[src/rtl/surge_pkg.sv]
package surge_pkg;

  // width needed to hold values 0..n-1, never below one bit
  function automatic int cw(int n);
    return (n < 2) ? 1 : $clog2(n);
  endfunction

  typedef enum logic {
    MODE_RUN  = 1'b0,
    MODE_HELD = 1'b1
  } guard_mode_e;

endpackage

[src/rtl/ovl_step.sv]
module ovl_step #(
  parameter int N_CH   = 2,
  parameter int STEP_W = 2
) (
  input  logic [N_CH-1:0]   flags,
  output logic [STEP_W-1:0] step
);

  // number of overloaded channels this clock
  always_comb begin
    step = '0;
    for (int i = 0; i < N_CH; i++) begin
      step = step + STEP_W'(flags[i]);
    end
  end

endmodule

[src/rtl/decay_tick.sv]
module decay_tick
  import surge_pkg::*;
#(
  parameter int DECAY_DIV = 10
) (
  input  logic clk,
  input  logic rst,
  input  logic clear,
  input  logic adv,
  output logic tick
);

  localparam int PRE_W = cw(DECAY_DIV);
  localparam logic [PRE_W-1:0] LAST = PRE_W'(DECAY_DIV - 1);

  logic [PRE_W-1:0] pre_q;

  assign tick = adv && (pre_q == LAST);

  always_ff @(posedge clk) begin
    if (rst || clear) begin
      pre_q <= '0;
    end else if (adv) begin
      pre_q <= tick ? '0 : pre_q + 1'b1;
    end
  end

endmodule

[src/rtl/sat_accum.sv]
module sat_accum #(
  parameter int CNT_W  = 8,
  parameter int STEP_W = 2
) (
  input  logic              clk,
  input  logic              rst,
  input  logic              clear,
  input  logic              hold,
  input  logic [STEP_W-1:0] up,
  input  logic              dn,
  output logic [CNT_W-1:0]  acc,
  output logic [CNT_W-1:0]  acc_nxt
);

  localparam int SUM_W = CNT_W + 1;
  localparam logic [SUM_W-1:0] TOP = {1'b0, {CNT_W{1'b1}}};

  logic [SUM_W-1:0] sum;

  always_comb begin
    sum     = {1'b0, acc} + SUM_W'(up);
    acc_nxt = acc;
    if (!hold) begin
      if (up != '0) begin
        acc_nxt = (sum > TOP) ? {CNT_W{1'b1}} : sum[CNT_W-1:0];
      end else if (dn && (acc != '0)) begin
        acc_nxt = acc - 1'b1;
      end
    end
  end

  always_ff @(posedge clk) begin
    if (rst || clear) begin
      acc <= '0;
    end else begin
      acc <= acc_nxt;
    end
  end

endmodule

[src/rtl/lock_timer.sv]
module lock_timer
  import surge_pkg::*;
#(
  parameter int LOCK_CYC = 75000
) (
  input  logic clk,
  input  logic rst,
  input  logic start,
  output logic active,
  output logic done
);

  localparam int LK_W = cw(LOCK_CYC);
  localparam logic [LK_W-1:0] LAST = LK_W'(LOCK_CYC - 1);

  logic [LK_W-1:0] cnt_q;

  // a new start always wins over the end of a running hold
  assign done = active && !start && (cnt_q == LAST);

  always_ff @(posedge clk) begin
    if (rst) begin
      active <= 1'b0;
      cnt_q  <= '0;
    end else if (start) begin
      active <= 1'b1;
      cnt_q  <= '0;
    end else if (done) begin
      active <= 1'b0;
      cnt_q  <= '0;
    end else if (active) begin
      cnt_q  <= cnt_q + 1'b1;
    end
  end

endmodule

[src/rtl/surge_guard.sv]
module surge_guard
  import surge_pkg::*;
#(
  parameter int N_CH      = 2,
  parameter int CNT_W     = 8,
  parameter int DECAY_DIV = 10,
  parameter int LOCK_CYC  = 75000
) (
  input  logic            clk,
  input  logic            rst,
  input  logic [N_CH-1:0] ovl_flag,
  input  logic            hot,
  output logic            fault_n,
  output logic            sw_en
);

  localparam int STEP_W = cw(N_CH + 1);
  localparam logic [CNT_W-1:0] FULL = {CNT_W{1'b1}};

  logic [STEP_W-1:0] step;
  logic [CNT_W-1:0]  acc_q;
  logic [CNT_W-1:0]  acc_nxt;
  logic              lk_active;
  logic              lk_done;
  logic              tick;
  logic              running;
  logic              ovl_clk;
  logic              idle_clk;
  logic              trip;
  logic              lock_nxt;
  guard_mode_e       mode;

  assign mode     = lk_active ? MODE_HELD : MODE_RUN;
  assign running  = (mode == MODE_RUN);
  assign ovl_clk  = running && (step != '0);
  assign idle_clk = running && (step == '0);

  ovl_step #(
    .N_CH   (N_CH),
    .STEP_W (STEP_W)
  ) u_step (
    .flags (ovl_flag),
    .step  (step)
  );

  decay_tick #(
    .DECAY_DIV (DECAY_DIV)
  ) u_tick (
    .clk   (clk),
    .rst   (rst),
    .clear (ovl_clk || lk_done),
    .adv   (idle_clk),
    .tick  (tick)
  );

  sat_accum #(
    .CNT_W  (CNT_W),
    .STEP_W (STEP_W)
  ) u_acc (
    .clk     (clk),
    .rst     (rst),
    .clear   (lk_done),
    .hold    (lk_active),
    .up      (step),
    .dn      (tick),
    .acc     (acc_q),
    .acc_nxt (acc_nxt)
  );

  assign trip = running && (acc_nxt == FULL);

  lock_timer #(
    .LOCK_CYC (LOCK_CYC)
  ) u_lock (
    .clk    (clk),
    .rst    (rst),
    .start  (hot || trip),
    .active (lk_active),
    .done   (lk_done)
  );

  assign lock_nxt = hot || trip || (lk_active && !lk_done);

  always_ff @(posedge clk) begin
    if (rst) begin
      fault_n <= 1'b1;
      sw_en   <= 1'b1;
    end else begin
      fault_n <= !lock_nxt;
      sw_en   <= !lock_nxt;
    end
  end

endmodule

[config.mk]
export PLATFORM = sky130hd
export DESIGN_NAME = surge_guard
export DESIGN_NICKNAME = d
export VERILOG_FILES = /design/src/rtl/surge_pkg.sv /design/src/rtl/ovl_step.sv /design/src/rtl/decay_tick.sv /design/src/rtl/sat_accum.sv /design/src/rtl/lock_timer.sv /design/src/rtl/surge_guard.sv
export SDC_FILE = /design/constraint.sdc
export NUM_CORES = 1
export LEC_CHECK = 0
export ABC_AREA = 0
export BUFFER_PORTS_ARGS = -buffer_cell sky130_fd_sc_hd__clkbuf_2
export CAP_MARGIN = 20
export CORE_UTILIZATION = 40
export DETAILED_ROUTE_END_ITERATION = 7
export SETUP_SLACK_MARGIN = 0.5
export SYNTH_ARGS = -nofsm -noshare
export SYNTH_HDL_FRONTEND = slang
export SYNTH_SLANG_ARGS = --single-unit
[constraint.sdc]
create_clock -name clk -period 2.5 [get_ports clk]
set_clock_uncertainty 0.05 [all_clocks]
set_input_delay 0.375 -clock clk [delete_from_list [all_inputs] [get_ports clk]]
set_output_delay 0.375 -clock clk [all_outputs]
set_load 0.02 [all_outputs]
==> impl_metrics.json, run 1 <==
{
  "detail_route.first_pass.iterations": 4,
  "postSynth.asyncResetShare_pct": 0,
  "slowest_delay_ns": 0.49,
  "crit_type": "in -> reg",
  "root_buffer": "clkbuf_8",
  "post-route-period-util_pct": 97.6,
  "synth_cell_types": 54,
  "synth_top_area_share_pct": 30.4,
  "antennaDiodeCount": 0,
  "dieArea_um2": 5390,
  "clkTransAtPathRegs_ns": 0.06,
  "required_ns": 2.61,
  "rsz0062_at_grt": "yes",
  "hpwl_um": 3910,
  "worst-path-buf-inv": 4,
  "end_kind": "register",
  "antenna_found_initial": 0,
  "grt.overflow.total": 0,
  "yosysTopAreaCell": "dfxtp_1",
  "maxSlewViolCount": 0,
  "synth_cells": 261,
  "hold_path_depth": 3,
  "drt_iter0_drc": 154,
  "fmax_mhz": 410,
  "cts_buffers": 5,
  "drive_gt1_share_pct": 35.4,
  "place_congestion": 0.917,
  "cts_max_path_buffers": 2,
  "area_growth_pct": 36.7,
  "rows": 25,
  "boundaryPins": 7,
  "slowest_stage": "or4b_4",
  "worstSetupStartpointType": "primary input",
  "drcViolationCount": 0,
  "grt_pass1_vias": 1861,
  "setup_viol": 0,
  "syn_avg_cell_area_um2": 7.81,
  "leakagePower_uw": 0.00105,
  "cpLargestDelayFamily": "simple AND/OR/NAND/NOR gates",
  "worst_skew_pair.late_latency_ns": 0.28,
  "peakVddDrop_uv": 390,
  "start_util_pct": 42.3,
  "yosys_register_bits": 31,
  "ant_nets": 0,
  "cts.sinks": 31,
  "postCtsHoldBufs": 0,
  "path_cells": "buf_8 > inv_6 > ha_4 > or4b_4 > or2_4 > nor4_4 > o31ai_2 > nor4_4 > buf_4 > buf_6 > a31oi_1",
  "drv_cap": 0,
  "wl_met2_um": 2600,
  "drt-total-wl_um": 5560,
  "place_ws_ns": -0.279,
  "num_vias": 2028,
  "synth_edf_count": 0,
  "path_depth": 11,
  "dr_wl_met3_um": 312,
  "setup_ws_ns": 0.0607,
  "tightest_slew_ns": 0.612,
  "yosysWarnings": 0,
  "syn_nets": 276,
  "postLayoutCellArea_um2": 2790,
  "vias_per_cell": 5.45,
  "status": "completed",
  "grt_pass1_wl_um": 9240,
  "portBuffers": 6,
  "synth-seq-area-share_pct": 30.4,
  "synth.area.top_cells": "dfxtp_1 30%, nand2_1 6.6%, a21oi_1 6.1%",
  "syn-cell-area_um2": 2040,
  "die_w_um": 73.4,
  "hold_viol_final": 0,
  "nets": 319,
  "crit_fanout": 6,
  "p_per_area_nw_per_um2": 488,
  "wl_per_cell_um": 14.9,
  "core_um2": 4820,
  "tns_ns": 0,
  "synth_common_cells": "36 x nand2_1, 31 x dfxtp_1, 25 x a21oi_1",
  "fin_crit_ns": 2.44,
  "cpMostUsedCell": "nor4_4",
  "top_layer_used": "met4",
  "placed_area_um2": 2420,
  "wl_met1_um": 2590,
  "arrival_ns": 2.55,
  "grt_use_total_pct": 22.5,
  "min-delay-path-class": "in -> reg",
  "synthFlopType": "dfxtp_1",
  "cts_tree": "done",
  "die_y_um": 73.4,
  "grt_max_degree": 18,
  "yosysMostFrequentCell": "nand2_1",
  "reg2reg_depth": 8,
  "htreeDepth": 2,
  "slew-limit-headroom_pct": 59.1
}
-- path summary, 6_finish.rpt --
| kind | end | from | slack [ns] |
|---|---|---|---|
| hold reg to reg | u_lock.cnt_q[16] | u_lock.cnt_q[16] | 0.50 |
| hold / removal | sw_en | hot | 0.41 |
| setup reg to reg | sw_en | u_tick.pre_q[2] | 0.06 |
| setup / recovery | sw_en | ovl_flag[0] | 0.06 |
-- power breakdown --
group | internal (uW) | switching, uW
Clock | 322 | 186
Sequential | 510 | 21.7
Combinational | 153 | 168
-- sequential cells by signal, indices dropped and copies added, names as in the netlist --
signal	count
u_acc.acc	8
u_tick.pre_q	4
u_lock.cnt_q	17
u_lock.active	1
sw_en	1
-- per-stage QoR --
| stage | total power [uW] | hold slack (ns) | instances | util, % |
|---|---|---|---|---|
| 6_report | 1360 | 0.410 | 372 | 57.9 |
| 5_1_grt | 1440 | 0.442 | 372 | 57.9 |
| 4_1_cts | 1350 | 0.405 | 368 | 55.7 |
| 3_5_place_dp | 810 | 0.484 | 354 | 50.2 |
| 3_3_place_gp | 810 | 0.486 | 354 | 50.2 |
| 2_1_floorplan | 715 | 0.450 | 261 | - |
-- logic make-up after synthesis --
logic type	synth area share (%)
buf+inv	5.70
mux	1.60
fa+ha+maj	6.50
compound gates	17.6
flops	30.4
simple gates	31.3
xor+xnor	6.87
-- final cells by class --
class | instances | area, um2
sequential | 31 | 626
fill | 462 | 2030
tap | 67 | 83.8
timing repair buffer | 49 | 407
multi-input combinational | 205 | 1500
clock inverter | 2 | 35.0
clock buffer | 6 | 82.6
inverter | 12 | 57.6
-- repair_timing --
action,CTS,global route
gates resized for setup,25,24
gates cloned,2,0
buffers inserted,4,3
setup endpoints to repair,31,28
pin swaps,7,5
-- tightest hold or removal path: stages --
cell and delay [ns]:
clkbuf_2 0.11, o2bb2ai_1 0.15, a31oi_1 0.05
-- per-layer routing --
metal | track usage [%] | vias to the layer above
met1 | 31.6 | 945
met2 | 34.2 | 53
met3 | 5.21 | 5
li1 | - | 1025
met5 | 0 | -
met4 | 6.84 | 0
-- layout by cell type, fill, tap and decap left out, types with 3 or more instances in the layout --
cell type | netlist | routed
nor2_1 | 22 | 19
nor4_1 | 4 | 3
or2_2 | 3 | 3
xnor2_1 | 13 | 13
o21ai_0 | 12 | 7
buf_8 | 0 | 3
clkbuf_8 | 0 | 6
dfxtp_1 | 31 | 27
inv_1 | 11 | 9
ha_1 | 9 | 6
buf_4 | 2 | 35
nand4_1 | 8 | 8
a21oi_1 | 25 | 16
xor2_1 | 3 | 3
nand3_1 | 10 | 8
clkbuf_2 | 1 | 4
or4_1 | 3 | 3
a21oi_2 | 0 | 9
nor2b_1 | 4 | 4
nor3_1 | 9 | 9
nand2_1 | 36 | 36
o21ai_1 | 0 | 3
buf_6 | 1 | 7
dfxtp_2 | 0 | 4
No activity file was read; power rests on OpenSTA's default activity.
==> run 2, diff against run 1 <==
--- a/config.mk
+++ b/config.mk
@@ -5,7 +5,7 @@
 export SDC_FILE = /design/constraint.sdc
 export NUM_CORES = 1
 export LEC_CHECK = 0
-export ABC_AREA = 0
+export ABC_AREA = 1
 export BUFFER_PORTS_ARGS = -buffer_cell sky130_fd_sc_hd__clkbuf_2
 export CAP_MARGIN = 20
 export CORE_UTILIZATION = 40
==> impl_metrics.json, run 2 <==
{
  "root_buffer": "clkbuf_8",
  "layout_common_cells": "77 x nand2_1, 28 x nor2_1, 28 x dfxtp_1",
  "synth_top_area_share_pct": 27.9,
  "utilization_pct": 51.8,
  "end_kind": "register",
  "cts_buffers": 5,
  "cts_max_path_buffers": 2,
  "postSynth.asyncResetShare_pct": 0,
  "postLayoutCellArea_um2": 2720,
  "crit_fanout": 8,
  "arrival_ns": 2.50,
  "yosysWarnings": 0,
  "yosys_register_bits": 31,
  "status": "completed",
  "syn_avg_cell_area_um2": 7.03,
  "synthFlopType": "dfxtp_1",
  "worst_skew_pair.late_latency_ns": 0.28,
  "cts.sinks": 31,
  "synth_cells": 316,
  "hpwl_um": 3580,
  "synth_cell_types": 35,
  "reg_top3": "u_lock.cnt_q x17, u_acc.acc x8, u_tick.pre_q x4",
  "largest_register_ff_count": 17,
  "required_ns": 2.68,
  "min-delay-path-class": "in -> reg",
  "dieArea_um2": 5850,
  "detail_route.first_pass.iterations": 4,
  "slew-limit-headroom_pct": 63.5,
  "antenna_found_initial": 0,
  "rows": 26,
  "crit_type": "in -> reg",
  "drv_cap": 0,
  "vias_per_cell": 4.82,
  "worstSetupStartpointType": "primary input",
  "synth-seq-area-share_pct": 27.9,
  "slowest_delay_ns": 0.37,
  "synth.area.top_cells": "dfxtp_1 28%, nand2_1 14%, nor2_4 7.1%",
  "cpLargestDelayFamily": "adder cells",
  "portBuffers": 6,
  "hold_slack_ns": 0.287,
  "fin_crit_ns": 2.32,
  "grt_pass1_wl_um": 8160,
  "drt-total-wl_um": 4660,
  "maxSlewViolCount": 0,
  "core_um2": 5240,
  "yosysMostFrequentCell": "nand2_1",
  "place_congestion": 0.867,
  "clkTransAtPathRegs_ns": 0.07,
  "num_vias": 1972,
  "cts_tree": "done",
  "grt_max_degree": 19,
  "die_y_um": 76.5,
  "htreeDepth": 2,
  "grt_use_total_pct": 17.3,
  "synth_common_cells": "84 x nand2_1, 35 x nor2_1, 31 x dfxtp_1",
  "drt_iter0_drc": 136,
  "syn-cell-area_um2": 2220,
  "wl_per_cell_um": 11.4,
  "synth_edf_count": 0,
  "nets": 353,
  "syn_nets": 331,
  "fmax_mhz": 431,
  "ant_nets": 0,
  "slowest_stage": "fa_2",
  "tightest_slew_ns": 0.543,
  "p_per_area_nw_per_um2": 478,
  "leakagePower_uw": 0.00109,
  "peakVddDrop_uv": 432,
  "area_growth_pct": 22.3,
  "boundaryPins": 7,
  "path_cells": "clkbuf_16 > inv_12 > ha_4 > ha_4 > fa_2 > buf_6 > xor2_1 > o21ai_2 > inv_1 > a21boi_2 > nor2_4 > nand3_4 > nand3_4 > buf_12 > nor2_4",
  "antennaDiodeCount": 0,
  "final_common_cell": "nand2_1",
  "worst-path-buf-inv": 5,
  "placed_area_um2": 2430,
  "setup_viol": 0,
  "hold_viol_final": 0,
  "drive_gt1_share_pct": 28.9,
  "grt_pass1_vias": 1790,
  "post-route-period-util_pct": 92.8,
  "grt.overflow.total": 0,
  "rsz0062_at_grt": "yes",
  "die_w_um": 76.5,
  "largest_register": "u_lock.cnt_q",
  "drcViolationCount": 0,
  "start_util_pct": 42.4,
  "yosysTopAreaCell": "dfxtp_1"
}
[run 2: routing by layer]
layer | vias up | track usage (%) | part of all wire (%)
li1 | 1041 | - | -
met1 | 891 | 24.5 | 50
met2 | 31 | 25.9 | 45
met3 | 9 | 3.47 | 3.5
met4 | 0 | 5.77 | 1.7
met5 | - | 0 | 0
[run 2: layout make-up]
cell class,instances,area [um2]
clock buffer,7,96.3
clock inverter,1,7.51
fill,512,2520
inverter,37,156
multi-input combinational,240,1510
sequential,31,624
tap,70,87.6
timing repair buffer,23,236
[run 2: kinds of logic after synthesis]
| logic type | after synthesis | share of synthesized area, % |
|---|---|---|
| adder cells (fa/ha/maj) | 10 | 5.97 |
| buffers and inverters | 45 | 9.58 |
| flip-flops | 31 | 27.9 |
| multiplexers | 1 | 0.451 |
| AND/OR/NAND/NOR | 189 | 43.0 |
| AO/OA/AOI/OAI | 20 | 5.18 |
| XOR/XNOR | 20 | 7.89 |
[run 2: metrics by stage]
step	total power, uW	std cells	setup WS [ns]	TNS, ns
floorplan	755	316	0.0818	0
detailed placement	821	396	-0.220	-3.60
CTS	1280	407	0.190	0
global placement	821	396	-0.170	-2.76
global route	1370	409	0.0732	0
finish	1300	409	0.180	0
[run 2: final timing paths]
kind / start / endpoint / slack, ns / cells after the start
hold / removal: rst / sw_en / 0.29 / 3
setup reg to reg: u_acc.acc[0] / u_lock.cnt_q[8] / 0.29 / 12
setup / recovery: ovl_flag[1] / u_lock.cnt_q[8] / 0.18 / 15
hold reg to reg: u_tick.pre_q[0] / u_tick.pre_q[0] / 0.47 / 2
[run 2: what timing repair did]
item	CTS	global route
gates cloned	1	0
hold buffers	0	0
gates resized for setup	12	23
endpoints found under the setup margin	22	23
endpoints found under the hold margin	0	0
pin swaps	12	8
buffers inserted	2	2
[run 2: power by group]
part	internal [uW]	switching (uW)	leakage (uW)
Combinational	135	176	0.000783
Clock	250	196	0.0000505
Sequential	510	30.1	0.000253
[run 2: worst register-to-register path, stage by stage, from the launching register on]
cell	delay [ns]
dfxtp_2	0.35
ha_4	0.16
fa_2	0.37
buf_6	0.13
xor2_1	0.16
o21ai_2	0.15
inv_1	0.06
a21boi_2	0.20
nor2_4	0.05
nand3_4	0.07
nand3_4	0.13
buf_12	0.19
nor2_4	0.09
